`config.mk`:
```
export PLATFORM = sky130hd
export DESIGN_NAME = serial_tx_restart
export DESIGN_NICKNAME = d
export VERILOG_FILES = /design/src/rtl/tx_pkg.sv /design/src/rtl/tx_prescaler.sv /design/src/rtl/tx_frame_shifter.sv /design/src/rtl/serial_tx_restart.sv
export SDC_FILE = /design/constraint.sdc
export NUM_CORES = 1
export LEC_CHECK = 0
export BUFFER_PORTS_ARGS = -buffer_cell sky130_fd_sc_hd__buf_4
export CAP_MARGIN = 20
export CORE_MARGIN = 5
export CORE_UTILIZATION = 37
export CTS_CLUSTER_DIAMETER = 60
export DETAILED_ROUTE_END_ITERATION = 7
export GPL_TIMING_DRIVEN = 0
export PLACE_DENSITY = 0.65
export RECOVER_POWER = 100
export SYNTH_ARGS = -nofsm -noshare
export SYNTH_HDL_FRONTEND = slang
export SYNTH_HIERARCHICAL = 1
export SYNTH_SLANG_ARGS = --single-unit
```
`constraint.sdc`:
```
create_clock -name clk -period 0.8 [get_ports clk]
set_input_delay 0.12 -clock clk [delete_from_list [all_inputs] [get_ports clk]]
set_output_delay 0.12 -clock clk [all_outputs]
set_load 0.05 [all_outputs]
```
`src/rtl/tx_pkg.sv`:
```
package tx_pkg;
  localparam int unsigned TX_TICKS_PER_BIT = 16;
  localparam int unsigned TX_DATA_BITS     = 8;
  localparam int unsigned TX_STOP_BITS     = 2;
endpackage

```
`src/rtl/tx_prescaler.sv`:
```
module tx_prescaler #(
  parameter int unsigned DIV = 16
) (
  input  logic clk,
  input  logic rst_n,
  input  logic en_i,
  input  logic clr_i,
  input  logic tick_i,
  output logic shift_o
);
  localparam int unsigned CW = (DIV > 1) ? $clog2(DIV) : 1;
  localparam logic [CW-1:0] LAST = CW'(DIV - 1);

  logic [CW-1:0] cnt_q, cnt_d;
  logic          shift_d;

  always_comb begin
    cnt_d   = cnt_q;
    shift_d = 1'b0;
    if (clr_i) begin
      cnt_d = '0;
    end else if (en_i && tick_i) begin
      if (cnt_q == LAST) begin
        cnt_d   = '0;
        shift_d = 1'b1;
      end else begin
        cnt_d = cnt_q + CW'(1);
      end
    end
  end

  always_ff @(posedge clk or negedge rst_n) begin
    if (!rst_n) cnt_q <= '0;
    else        cnt_q <= cnt_d;
  end

  assign shift_o = shift_d;

  // a write clears the prescaler
  p_clear_on_write_r8: assert property (@(posedge clk) disable iff (!rst_n)
    clr_i |=> (cnt_q == '0));

  // the count moves only on ticks
  p_count_on_tick_r3: assert property (@(posedge clk) disable iff (!rst_n)
    (!clr_i && !tick_i) |=> $stable(cnt_q));
endmodule

```
`src/rtl/tx_frame_shifter.sv`:
```
module tx_frame_shifter #(
  parameter int unsigned DATA_BITS = 8,
  parameter int unsigned STOP_BITS = 2
) (
  input  logic                 clk,
  input  logic                 rst_n,
  input  logic                 load_i,
  input  logic [DATA_BITS-1:0] data_i,
  input  logic                 par_en_i,
  input  logic                 shift_i,
  output logic                 busy_o,
  output logic                 txd_o,
  output logic                 done_o
);
  localparam int unsigned FW  = 1 + DATA_BITS + STOP_BITS;
  localparam int unsigned BCW = $clog2(FW + 1);
  localparam logic [BCW-1:0] LAST_SLOT = BCW'(FW - 1);

  logic [FW-1:0]  sh_q, sh_d;
  logic [BCW-1:0] bcnt_q, bcnt_d;
  logic           busy_q, busy_d;
  logic           done_q, done_d;
  logic           top_slot;

  // odd parity: the slot makes the total count of ones odd
  assign top_slot = par_en_i ? ~(^data_i[DATA_BITS-2:0]) : data_i[DATA_BITS-1];

  always_comb begin
    sh_d   = sh_q;
    bcnt_d = bcnt_q;
    busy_d = busy_q;
    done_d = 1'b0;
    if (load_i) begin
      sh_d   = {{STOP_BITS{1'b1}}, top_slot, data_i[DATA_BITS-2:0], 1'b0};
      bcnt_d = '0;
      busy_d = 1'b1;
    end else if (busy_q && shift_i) begin
      sh_d = {1'b1, sh_q[FW-1:1]};
      if (bcnt_q == LAST_SLOT) begin
        bcnt_d = '0;
        busy_d = 1'b0;
        done_d = 1'b1;
      end else begin
        bcnt_d = bcnt_q + BCW'(1);
      end
    end
  end

  always_ff @(posedge clk or negedge rst_n) begin
    if (!rst_n) begin
      sh_q   <= '1;
      bcnt_q <= '0;
      busy_q <= 1'b0;
      done_q <= 1'b0;
    end else begin
      sh_q   <= sh_d;
      bcnt_q <= bcnt_d;
      busy_q <= busy_d;
      done_q <= done_d;
    end
  end

  assign busy_o = busy_q;
  assign txd_o  = sh_q[0];
  assign done_o = done_q;

  // an idle shifter holds the line high
  p_idle_high_r6: assert property (@(posedge clk) disable iff (!rst_n)
    !busy_q |-> txd_o);

  // the end pulse lasts one cycle
  p_done_pulse_r7: assert property (@(posedge clk) disable iff (!rst_n)
    done_q |=> !done_q);

  // the frame moves only on a load or a shift
  p_shift_gated_r3: assert property (@(posedge clk) disable iff (!rst_n)
    (!load_i && !shift_i) |=> $stable(sh_q));
endmodule

```
`src/rtl/serial_tx_restart.sv`:
```
module serial_tx_restart
  import tx_pkg::*;
#(
  parameter int unsigned TICKS_PER_BIT = TX_TICKS_PER_BIT,
  parameter int unsigned DATA_BITS     = TX_DATA_BITS,
  parameter int unsigned STOP_BITS     = TX_STOP_BITS
) (
  input  logic                 clk,
  input  logic                 rst_n,
  input  logic                 tick_i,
  input  logic                 wr_i,
  input  logic [DATA_BITS-1:0] wr_data_i,
  input  logic                 par_en_i,
  output logic                 txd_o,
  output logic                 done_irq_o
);
  logic [1:0] rs_q;
  logic       rst_sync_n;
  logic       shift;
  logic       busy;

  always_ff @(posedge clk or negedge rst_n) begin
    if (!rst_n) rs_q <= 2'b00;
    else        rs_q <= {rs_q[0], 1'b1};
  end
  assign rst_sync_n = rs_q[1];

  tx_prescaler #(.DIV(TICKS_PER_BIT)) u_presc (
    .clk     (clk),
    .rst_n   (rst_sync_n),
    .en_i    (busy),
    .clr_i   (wr_i),
    .tick_i  (tick_i),
    .shift_o (shift)
  );

  tx_frame_shifter #(.DATA_BITS(DATA_BITS), .STOP_BITS(STOP_BITS)) u_shift (
    .clk      (clk),
    .rst_n    (rst_sync_n),
    .load_i   (wr_i),
    .data_i   (wr_data_i),
    .par_en_i (par_en_i),
    .shift_i  (shift),
    .busy_o   (busy),
    .txd_o    (txd_o),
    .done_o   (done_irq_o)
  );

  // the write edge starts the low start bit
  p_start_after_write_r2: assert property (@(posedge clk) disable iff (!rst_sync_n)
    wr_i |=> !txd_o);

  // the line is high while the interrupt fires
  p_irq_line_high_r7: assert property (@(posedge clk) disable iff (!rst_sync_n)
    done_irq_o |-> txd_o);

  // a write cancels any pending end of frame
  p_write_no_irq_r8: assert property (@(posedge clk) disable iff (!rst_sync_n)
    wr_i |=> !done_irq_o);
endmodule

```
==> results, run 1 <==
- The flow ran to the end, but the final reports show violations.
- The checks that failed: hold timing, setup timing.
- The type of the worst setup path is flop to flop.
- The count of maximum capacitance violations is 0.
- The highest attainable clock frequency is 692 MHz.
- The number of endpoints with negative hold slack in the final report is 1.
- Setup slack on the critical path of the routed design comes to -645 ps.
- The number of nets in the synthesized netlist is about 120.
- The leakage power is between 0.6 and 0.7 nW.
- The cell area after synthesis is 1030 um^2.
- The die covers 3940 um^2.
- The count of input and output buffers is 14.
- After global routing the overflow that remains totals 0.
- The fill cell instance count of the final layout is ~250.
- The layer flagged by global routing as most heavily used is met2.
- The total area inside the core boundary comes to between 2000 and 3000 um^2.
- Including well taps, the total number of placed cells is about 150.
- In this run the clock root is driven by a clkbuf_4.
- The post-CTS clock slew at the launch and capture registers of the worst setup and hold paths is approximately 110 ps.
- The number of nets with antenna violations after routing is 0.
- The final-layout worst hold slack is -10.0 ps.
- The die is ~63 um tall.
- Of the cells placed in the final design, the portion with a size suffix greater than 1 is roughly half.
- The wire length of the first global-routing pass is 4.14 mm.
- The initialized floorplan defines 19 standard-cell rows.
- Dividing the detail-routed wire length by the instance count gives ~14 um.
- In the final design database the tool counted 152 nets.
- Data on the critical path is required at its endpoint by 1010 ps.
- The total wire length is 2.34 mm.
- Global routing used 15.8% of the available met1 tracks.
- Routability-driven placement finished with a final weighted congestion of about 0.77.
- The maximum buffer depth of the clock tree is 2.
- The total track usage is 12.9%.
- Subtracting the final worst setup slack from the clock period gives 1440 ps.
- The clock drives 21 sinks.
- The capturing element type of the critical path is a flop.
- The number of hold buffers added after CTS was 1.
- The worst vdd rail ir drop is 1.01 mV.
- The later pin in the worst-skew pair is clocked with a latency of 300 ps.
- The sequential area share after synthesis is 52.1%.
- Dividing the synthesized area by the synthesized cell count gives 10.1 um^2.
- The starting density of the core is 38.0%.
- The post-route fraction of the period consumed by the critical path is 181%.
- Setup violations remaining at the end of the flow were counted as 24.
- The worst setup timing slack at the placement stage is -887 ps.
- The detailed-router iteration count before antenna repair is 4.
- The half-perimeter wire length after placement is 1.54 mm.
- The initial detailed-routing violation count is 20.
- For this design the ratio of total power to cell area is 1280 nW/um^2.
- Headroom to the max-slew limit came out at roughly half.
- For the pin with the worst max-slew slack, the measured transition is 753 ps.
- The path type of the worst min-delay path is primary input to flop.
- The flop and latch count out of synthesis is 21.
- 15 I/O pins were placed.
- The maximum number of pins on one net before global-route repair is 20.
- After synthesis, the netlist uses 26 different library cells.
- Counting the buffers created by CTS gives 3.
- Global routing consumed, on the met3 layer, 2.52% of the routing resources.
- The initial antenna violation count was 0.
- The final antenna diode count is 0.
- The cell count after synthesis is 102.
- The final instance area is 1530 um^2.
- The via count of the first global-routing pass is 931.
- The number of DRC violations after detailed routing is 0.
- After the flow finishes, the layout carries non-filler instances totaling ~170.
- The critical path startpoint category is a flop.
- The total power is 1.96 mW.
- Relative to the synthesized area, the layout overhead comes to 48.4%.
- In this run the horizontal extent of the chip is 62.8 um.
- Setup repair after global routing could not meet its margin everywhere.
- TritonCTS built the clock tree.
- The worst path arrival time is roughly 1700 ps.
- The biggest fanout along the worst timing path is 3.
- The final count of pins violating max slew came to 0.
- The total number of H-tree levels is 1.
- The Yosys step of the flow raised 6 warnings.
- The largest clock skew in the final design is about 5 ps.
- The mean number of vias per cell is 5.18.
- The instance area at placement is 1220 um^2.
- The met2 track utilization from global routing is 22.0%.
- The via count is 860.
-- logic make-up (layout without fill, tap and decap cells) --
family	Yosys count	after routing	share of synthesized area, %
mux	7	7	6.80
other cells	1	1	0.364
compound gates	24	24	13.2
simple gates	35	35	16.0
fa+ha+maj	3	3	3.65
xor+xnor	7	7	5.95
buf+inv	4	37	1.82
flops	21	21	52.1
-- through the flow --
stage | TNS [ps] | utilization (%) | hold WS [ps]
2_1_floorplan | -9370 | - | -176
3_3_place_gp | -12600 | 45.0 | -97.5
3_5_place_dp | -13510 | 45.0 | -97.4
4_1_cts | -12220 | 53.0 | -23.9
5_1_grt | -14870 | 56.4 | -33.2
6_report | -10990 | 56.4 | -10.0
-- where the power goes --
part	switching (mW)	total (mW)	leakage, nW	internal, mW
Sequential	0.0521	1.20	0.247	1.15
Clock	0.309	0.503	0.0150	0.194
Combinational	0.122	0.260	0.410	0.138
-- repair_timing --
item,CTS,global route
pin swaps,9,7
gates cloned,1,0
endpoints found under the setup margin,32,40
setup buffers,9,5
endpoints found under the hold margin,3,1
gates resized for setup,21,18
-- state kept, by name (all words and copies together) (netlist names) --
register / flops
rs_q: 2
u_shift/sh_q: 9
u_shift/busy_o: 1
u_presc/cnt_q: 4
u_shift/done_o: 1
u_shift/bcnt_q: 4
-- cells in the mapped netlist --
master    number  share of area [%]
a211oi_1       2                1.5
a21o_1         1               0.73
a21oi_1        9                4.4
a311o_1        1               0.97
a311oi_1       1               0.85
and2_1         1               0.61
and3b_1        1               0.85
buf_4          1               0.73
clkbuf_1       2               0.73
conb_1         1               0.36
dfrtp_1       12                 29
dfstp_2        9                 23
ha_1           3                3.6
inv_1          1               0.36
mux2i_1        7                6.8
nand2_1       14                5.1
nand2_2        1               0.61
nand3_1        5                2.4
nand3_2        1               0.97
nor2_1         6                2.2
nor3_1         4                1.9
nor3b_1        1               0.73
o21ai_0       10                4.9
or3_1          1               0.61
xnor2_1        4                3.4
xor2_1         3                2.6
-- path summary, 6_finish.rpt --
check / startpoint / end / slack, ps / cells after the start
worst max-delay path: u_presc/cnt_q[2] / u_shift/sh_q[8] / -640 / 6
worst min-delay path: par_en_i / u_shift/sh_q[8] / -10 / 2
worst max register to register: u_presc/cnt_q[2] / u_shift/sh_q[8] / -640 / 6
worst min register to register: rs_q[1] / u_shift/bcnt_q[3] / 320 / 0
max in group asynchronous: rs_q[1] / u_presc/cnt_q[0] / -40 / 0
min in group asynchronous: rst_n / rs_q[0] / 110 / 2
-- layer usage --
metal  share of wire (%)  vias up
li1                    -      418
met1                  45      425
met2                  51       15
met3                 4.3        2
met4                0.43        0
met5                   0        -
-- worst max-delay path, stage by stage (launching register included) --
cell	delay (ps)
dfrtp_1	410
nand3_2	140
nor3_4	280
buf_6	160
buf_6	100
a211oi_2	60
a311oi_1	220
-- cells in the final DEF (no fill, tap or decap), types with 2 or more instances in the layout --
master    Yosys  routed
nand2_1      14      12
mux2i_1       7       7
a21oi_2       0       7
nand3_2       1       4
a211oi_2      0       2
a21oi_1       9       2
xor2_1        3       3
clkbuf_4      0       3
dfrtp_2       0       3
dfstp_2       9       9
nor3_4        0       2
nand3_4       0       2
nor2_1        6       5
buf_4         1      20
clkbuf_1      2       4
nor3_2        0       2
buf_6         0       4
ha_1          3       2
dfrtp_1      12       9
nand2_4       0       3
xnor2_1       4       4
o21ai_1       0       9
buf_8         0       2
-- final cells by class --
class / instances / area (um^2) / area share (%)
Inverter: 1 / 3.75 / 0.246
Timing Repair Buffer: 29 / 272 / 17.8
Multi-Input combinational cell: 77 / 624 / 40.9
Clock buffer: 4 / 26.3 / 1.72
Tap cell: 31 / 38.8 / 2.54
Buffer: 3 / 22.5 / 1.47
Sequential cell: 21 / 541 / 35.4
No activity file was read; power rests on OpenSTA's default activity.
==> run 2, diff against run 1 <==
--- a/config.mk
+++ b/config.mk
@@ -5,6 +5,7 @@
 export SDC_FILE = /design/constraint.sdc
 export NUM_CORES = 1
 export LEC_CHECK = 0
+export ABC_AREA = 1
 export BUFFER_PORTS_ARGS = -buffer_cell sky130_fd_sc_hd__buf_4
 export CAP_MARGIN = 20
 export CORE_MARGIN = 5
@@ -12,7 +13,7 @@
 export CTS_CLUSTER_DIAMETER = 60
 export DETAILED_ROUTE_END_ITERATION = 7
 export GPL_TIMING_DRIVEN = 0
-export PLACE_DENSITY = 0.65
+export PLACE_DENSITY = 0.64
 export RECOVER_POWER = 100
 export SYNTH_ARGS = -nofsm -noshare
 export SYNTH_HDL_FRONTEND = slang
==> results, run 2 <==
- Outcome: finished with violations (unchanged).
- Violated checks: setup timing (was hold timing, setup timing).
- The global-route congestion overflow total is 0 (unchanged).
- Largest registers: u_shift/sh_q x9, u_presc/cnt_q x4, u_shift/bcnt_q x4 (unchanged).
- The critical path startpoint category is a flop (unchanged).
- The leakage power was 0.736 nW (was 0.672 nW).
- The number of nets with antenna violations after routing is 0 (unchanged).
- The core region area is 3030 um^2 (was 2710 um^2).
- The clock tree from TritonCTS is yes (unchanged).
- The half-perimeter wire length after placement was 1.70 mm (was 1.54 mm).
- The total power is 2.00 mW (was 1.96 mW).
- The end point of the worst hold path is u_shift/done_o (was u_shift/sh_q[8]).
- The time the final worst path needs with I/O delays and setup is 1430 ps (was 1440 ps).
- The initial detailed-routing violation count was 25 (was 20).
- The slack of the critical path was -631 ps (was -645 ps).
- The number of instances in the placed design is 202 (was 147).
- The clock root buffer was clkbuf_4 (unchanged).
- The most common cell after layout, fill and taps aside is nand2_1 (was buf_4).
- The area enclosed by the die boundary is 4340 um^2 (was 3940 um^2).
- The number of I/O pins was 15 (unchanged).
- The total track usage came to 12.9% (about the same).
- The required time reported for the critical path endpoint is 1040 ps (was 1010 ps).
- The post-CTS clock slew at the launch and capture registers of the worst setup and hold paths is 130 ps (was 110 ps).
- The core occupancy in the finished layout is 51.2% (was 56.4%).
- The worst flop-to-flop path startpoint is u_presc/cnt_q[1] (was u_presc/cnt_q[2]).
- The cell count after synthesis is 144 (was 102).
- The post-synthesis async set-or-reset flop share is 100% (unchanged).
- The number of CTS-inserted buffers is 3 (unchanged).
- The length in cells of the worst reg-to-reg path is 9 (was 6).
- The horizontal die dimension is 65.9 um (was 62.8 um).
- The worst reg2reg path endpoint is u_shift/bcnt_q[3] (was u_shift/sh_q[8]).
- The via count was 1058 (was 860).
- Most area-consuming cells after synthesis: dfrtp_1 26%, dfstp_2 20%, nand2_1 13% (was dfrtp_1 29%, dfstp_2 23%, mux2i_1 6.8%).
- The path type of the worst min-delay path is primary input to flop (unchanged).
- The worst vdd rail ir drop is 0.681 mV (was 1.01 mV).
- Commonest cells after routing, fill and taps aside: 38 x nand2_1, 26 x buf_4, 20 x nand3_1 (was 20 x buf_4, 12 x nand2_1, 9 x dfrtp_1, 9 x o21ai_1, 9 x dfstp_2).
- The mean cell area of the mapped netlist is 8.03 um^2 (was 10.1 um^2).
- The final instance area is 1550 um^2 (was 1530 um^2).
- The unique cell type count in the Yosys netlist is 22 (was 26).
- The internal reg-to-reg setup slack came to -630 ps (was -640 ps).
- The startpoint of the worst hold path is wr_i (was par_en_i).
- The capturing element type of the critical path was a flop (unchanged).
- The number of flops mapped to enable cells by yosys is 0 (unchanged).
- The number of endpoints with negative hold slack in the final report is 0 (was 1).
- The portion of synthesized cell area occupied by the leading cell type is 26.0% (was 29.2%).
- RSZ-0062 raised after global routing: yes (unchanged).
- The count of input and output buffers came to 14 (unchanged).
- The flip-flop count of the largest register, all copies and words added came to 9 (unchanged).
- The final count of pins violating max slew is 0 (unchanged).
- The count of maximum capacitance violations is 0 (unchanged).
- The library cell with the highest instance count after synthesis is nand2_1 (unchanged).
- The maximum buffer depth of the clock tree is 2 (unchanged).
- The post-route setup TNS is -9980 ps (was -10990 ps).
- The via count of the first global-routing pass is 1050 (was 931).
- The highest attainable clock frequency is 699 MHz (was 692 MHz).
- The maximum number of pins on one net before global-route repair is 20 (unchanged).
- The areal power density over the cells was 1290 nW/um^2 (was 1280 nW/um^2).
- The post-route fraction of the period consumed by the critical path is 179% (was 181%).
- The total of endpoints with negative setup slack in the final report is 21 (was 24).
- The cell area after synthesis was 1160 um^2 (was 1030 um^2).
- The synthesis warning total is 6 (unchanged).
- The detailed-router iteration count before antenna repair was 4 (unchanged).
- The routability-driven placement congestion ratio came to 0.665 (was 0.769).
- The cell taking the most area after synthesis is dfrtp_1 (unchanged).
- The mean number of vias per cell was 4.79 (was 5.18).
- The cell row count came to 20 (was 19).
- The total number of H-tree levels is 1 (unchanged).
- The flop and latch count out of synthesis is 21 (unchanged).
- The wire length of the first global-routing pass is 4.35 mm (was 4.14 mm).
- The die outline height is 65.9 um (was 62.8 um).
- The largest register by flop count was u_shift/sh_q (unchanged).
- The type of the worst setup path is flop to flop (unchanged).
- The final antenna diode count came to 0 (unchanged).
- The worst setup timing slack at the placement stage is -741 ps (was -887 ps).
- The worst path arrival time is 1670 ps (was 1650 ps).
- The number of nets in the layout is 194 (was 152).
- The layout-stage area growth over the synthesis result is 34.2% (was 48.4%).
- The biggest fanout along the worst timing path came to 5 (was 3).
- The number of DRC violations after detailed routing is 0 (unchanged).
- The final-layout worst hold slack is 40.3 ps (was -10.0 ps).
- The number of sinks driven by the clock tree is 21 (unchanged).
- Top post-synthesis cells by count: 41 x nand2_1, 22 x nand3_1, 18 x inv_1 (was 14 x nand2_1, 12 x dfrtp_1, 10 x o21ai_0).
- The instance area at placement came to 1340 um^2 (was 1220 um^2).
- The sequential area share after synthesis is 46.4% (was 52.1%).
- The initial antenna violation count is 0 (unchanged).
- The share of cells above drive strength 1 is 37.9% (was 51.1%).
- The largest clock skew in the final design is 14.0 ps (was 4.96 ps).
- The count of placed standard cells in the final layout, fillers left out is 221 (was 166).
- The starting density of the core is 38.2% (was 38.0%).
- The prevailing post-synth register cell is dfrtp_1 (unchanged).
- The number of instances on the worst hold path was 2 (unchanged).
- The fill cell instance count of the final layout is 286 (was 251).
- The detail-routed net length per standard cell is 11.4 um (was 14.1 um).
- The total wire length was 2.51 mm (was 2.34 mm).
- The clock latency on the worst-skew pair is 310 ps (was 300 ps).
- The number of nets in the synthesized netlist is 160 (was 118).
==> run 2: cell count changes in the layout (fill, tap and decap cells not counted), moves of 7 or more <==
cell	delta
nand2_1	+26
nand3_1	+20
inv_1	+16
mux2i_1	-7
==> run 2: timing repair <==
action,4_1_cts,5_1_grt
setup endpoints to repair,31,21
gates cloned,0,0
endpoints found under the hold margin,2,0
pin swaps,6,3
buffers inserted,9,6
gates resized for setup,13,9
hold buffers,1,0
==> run 2: worst max-delay path, cell delays in order (launching register included) <==
cell,delay (ps)
dfrtp_1,420
ha_4,170
nand3_4,80
nor2_4,150
nand2_4,70
nor2_4,150
inv_2,70
nor2_4,90
inv_2,50
o21ai_2,100
==> run 2: layout make-up <==
cell class                 count  area (um^2)  area share (%)
tap                           44         55.1            3.55
clock buffer                   3         22.5            1.45
sequential                    21          541            34.8
inverter                      20         75.1            4.84
clock inverter                 1         5.00           0.323
multi-input combinational    100          602            38.8
timing repair buffer          29          228            14.7
buffer                         3         23.8            1.53
==> run 2: metal layers <==
| layer | vias to the layer above | track usage [%] | wire [um] |
|---|---|---|---|
| met5 | - | 0 | 0 |
| met2 | 20 | 21.8 | 1250 |
| met1 | 500 | 15.5 | 1120 |
| li1 | 532 | - | - |
| met3 | 6 | 1.36 | 79 |
| met4 | 0 | 8.03 | 70 |
==> run 2: cells by family after synthesis <==
kind of cell / synth area share, %
simple gates: 29.9
buf+inv: 8.22
flops: 46.4
compound gates: 10.4
fa+ha+maj: 3.25
xor+xnor: 1.52
other cells: 0.324
==> run 2: worst max-delay path by stage <==
stage	start	endpoint	slack, ps
2_1_floorplan	u_presc/cnt_q[0]	u_shift/bcnt_q[1]	-560
3_3_place_gp	u_presc/cnt_q[0]	u_shift/bcnt_q[1]	-690
3_5_place_dp	u_presc/cnt_q[0]	u_shift/bcnt_q[3]	-740
4_1_cts	u_presc/cnt_q[0]	u_shift/bcnt_q[3]	-590
5_1_grt	u_presc/cnt_q[1]	u_shift/bcnt_q[3]	-750
6_report	u_presc/cnt_q[1]	u_shift/bcnt_q[3]	-630
==> run 2: power breakdown <==
| group | leakage (nW) | total, mW | internal, mW | switching [mW] |
|---|---|---|---|---|
| combinational | 0.471 | 0.292 | 0.139 | 0.153 |
| sequential | 0.248 | 1.19 | 1.14 | 0.0508 |
| clock | 0.0177 | 0.514 | 0.187 | 0.327 |
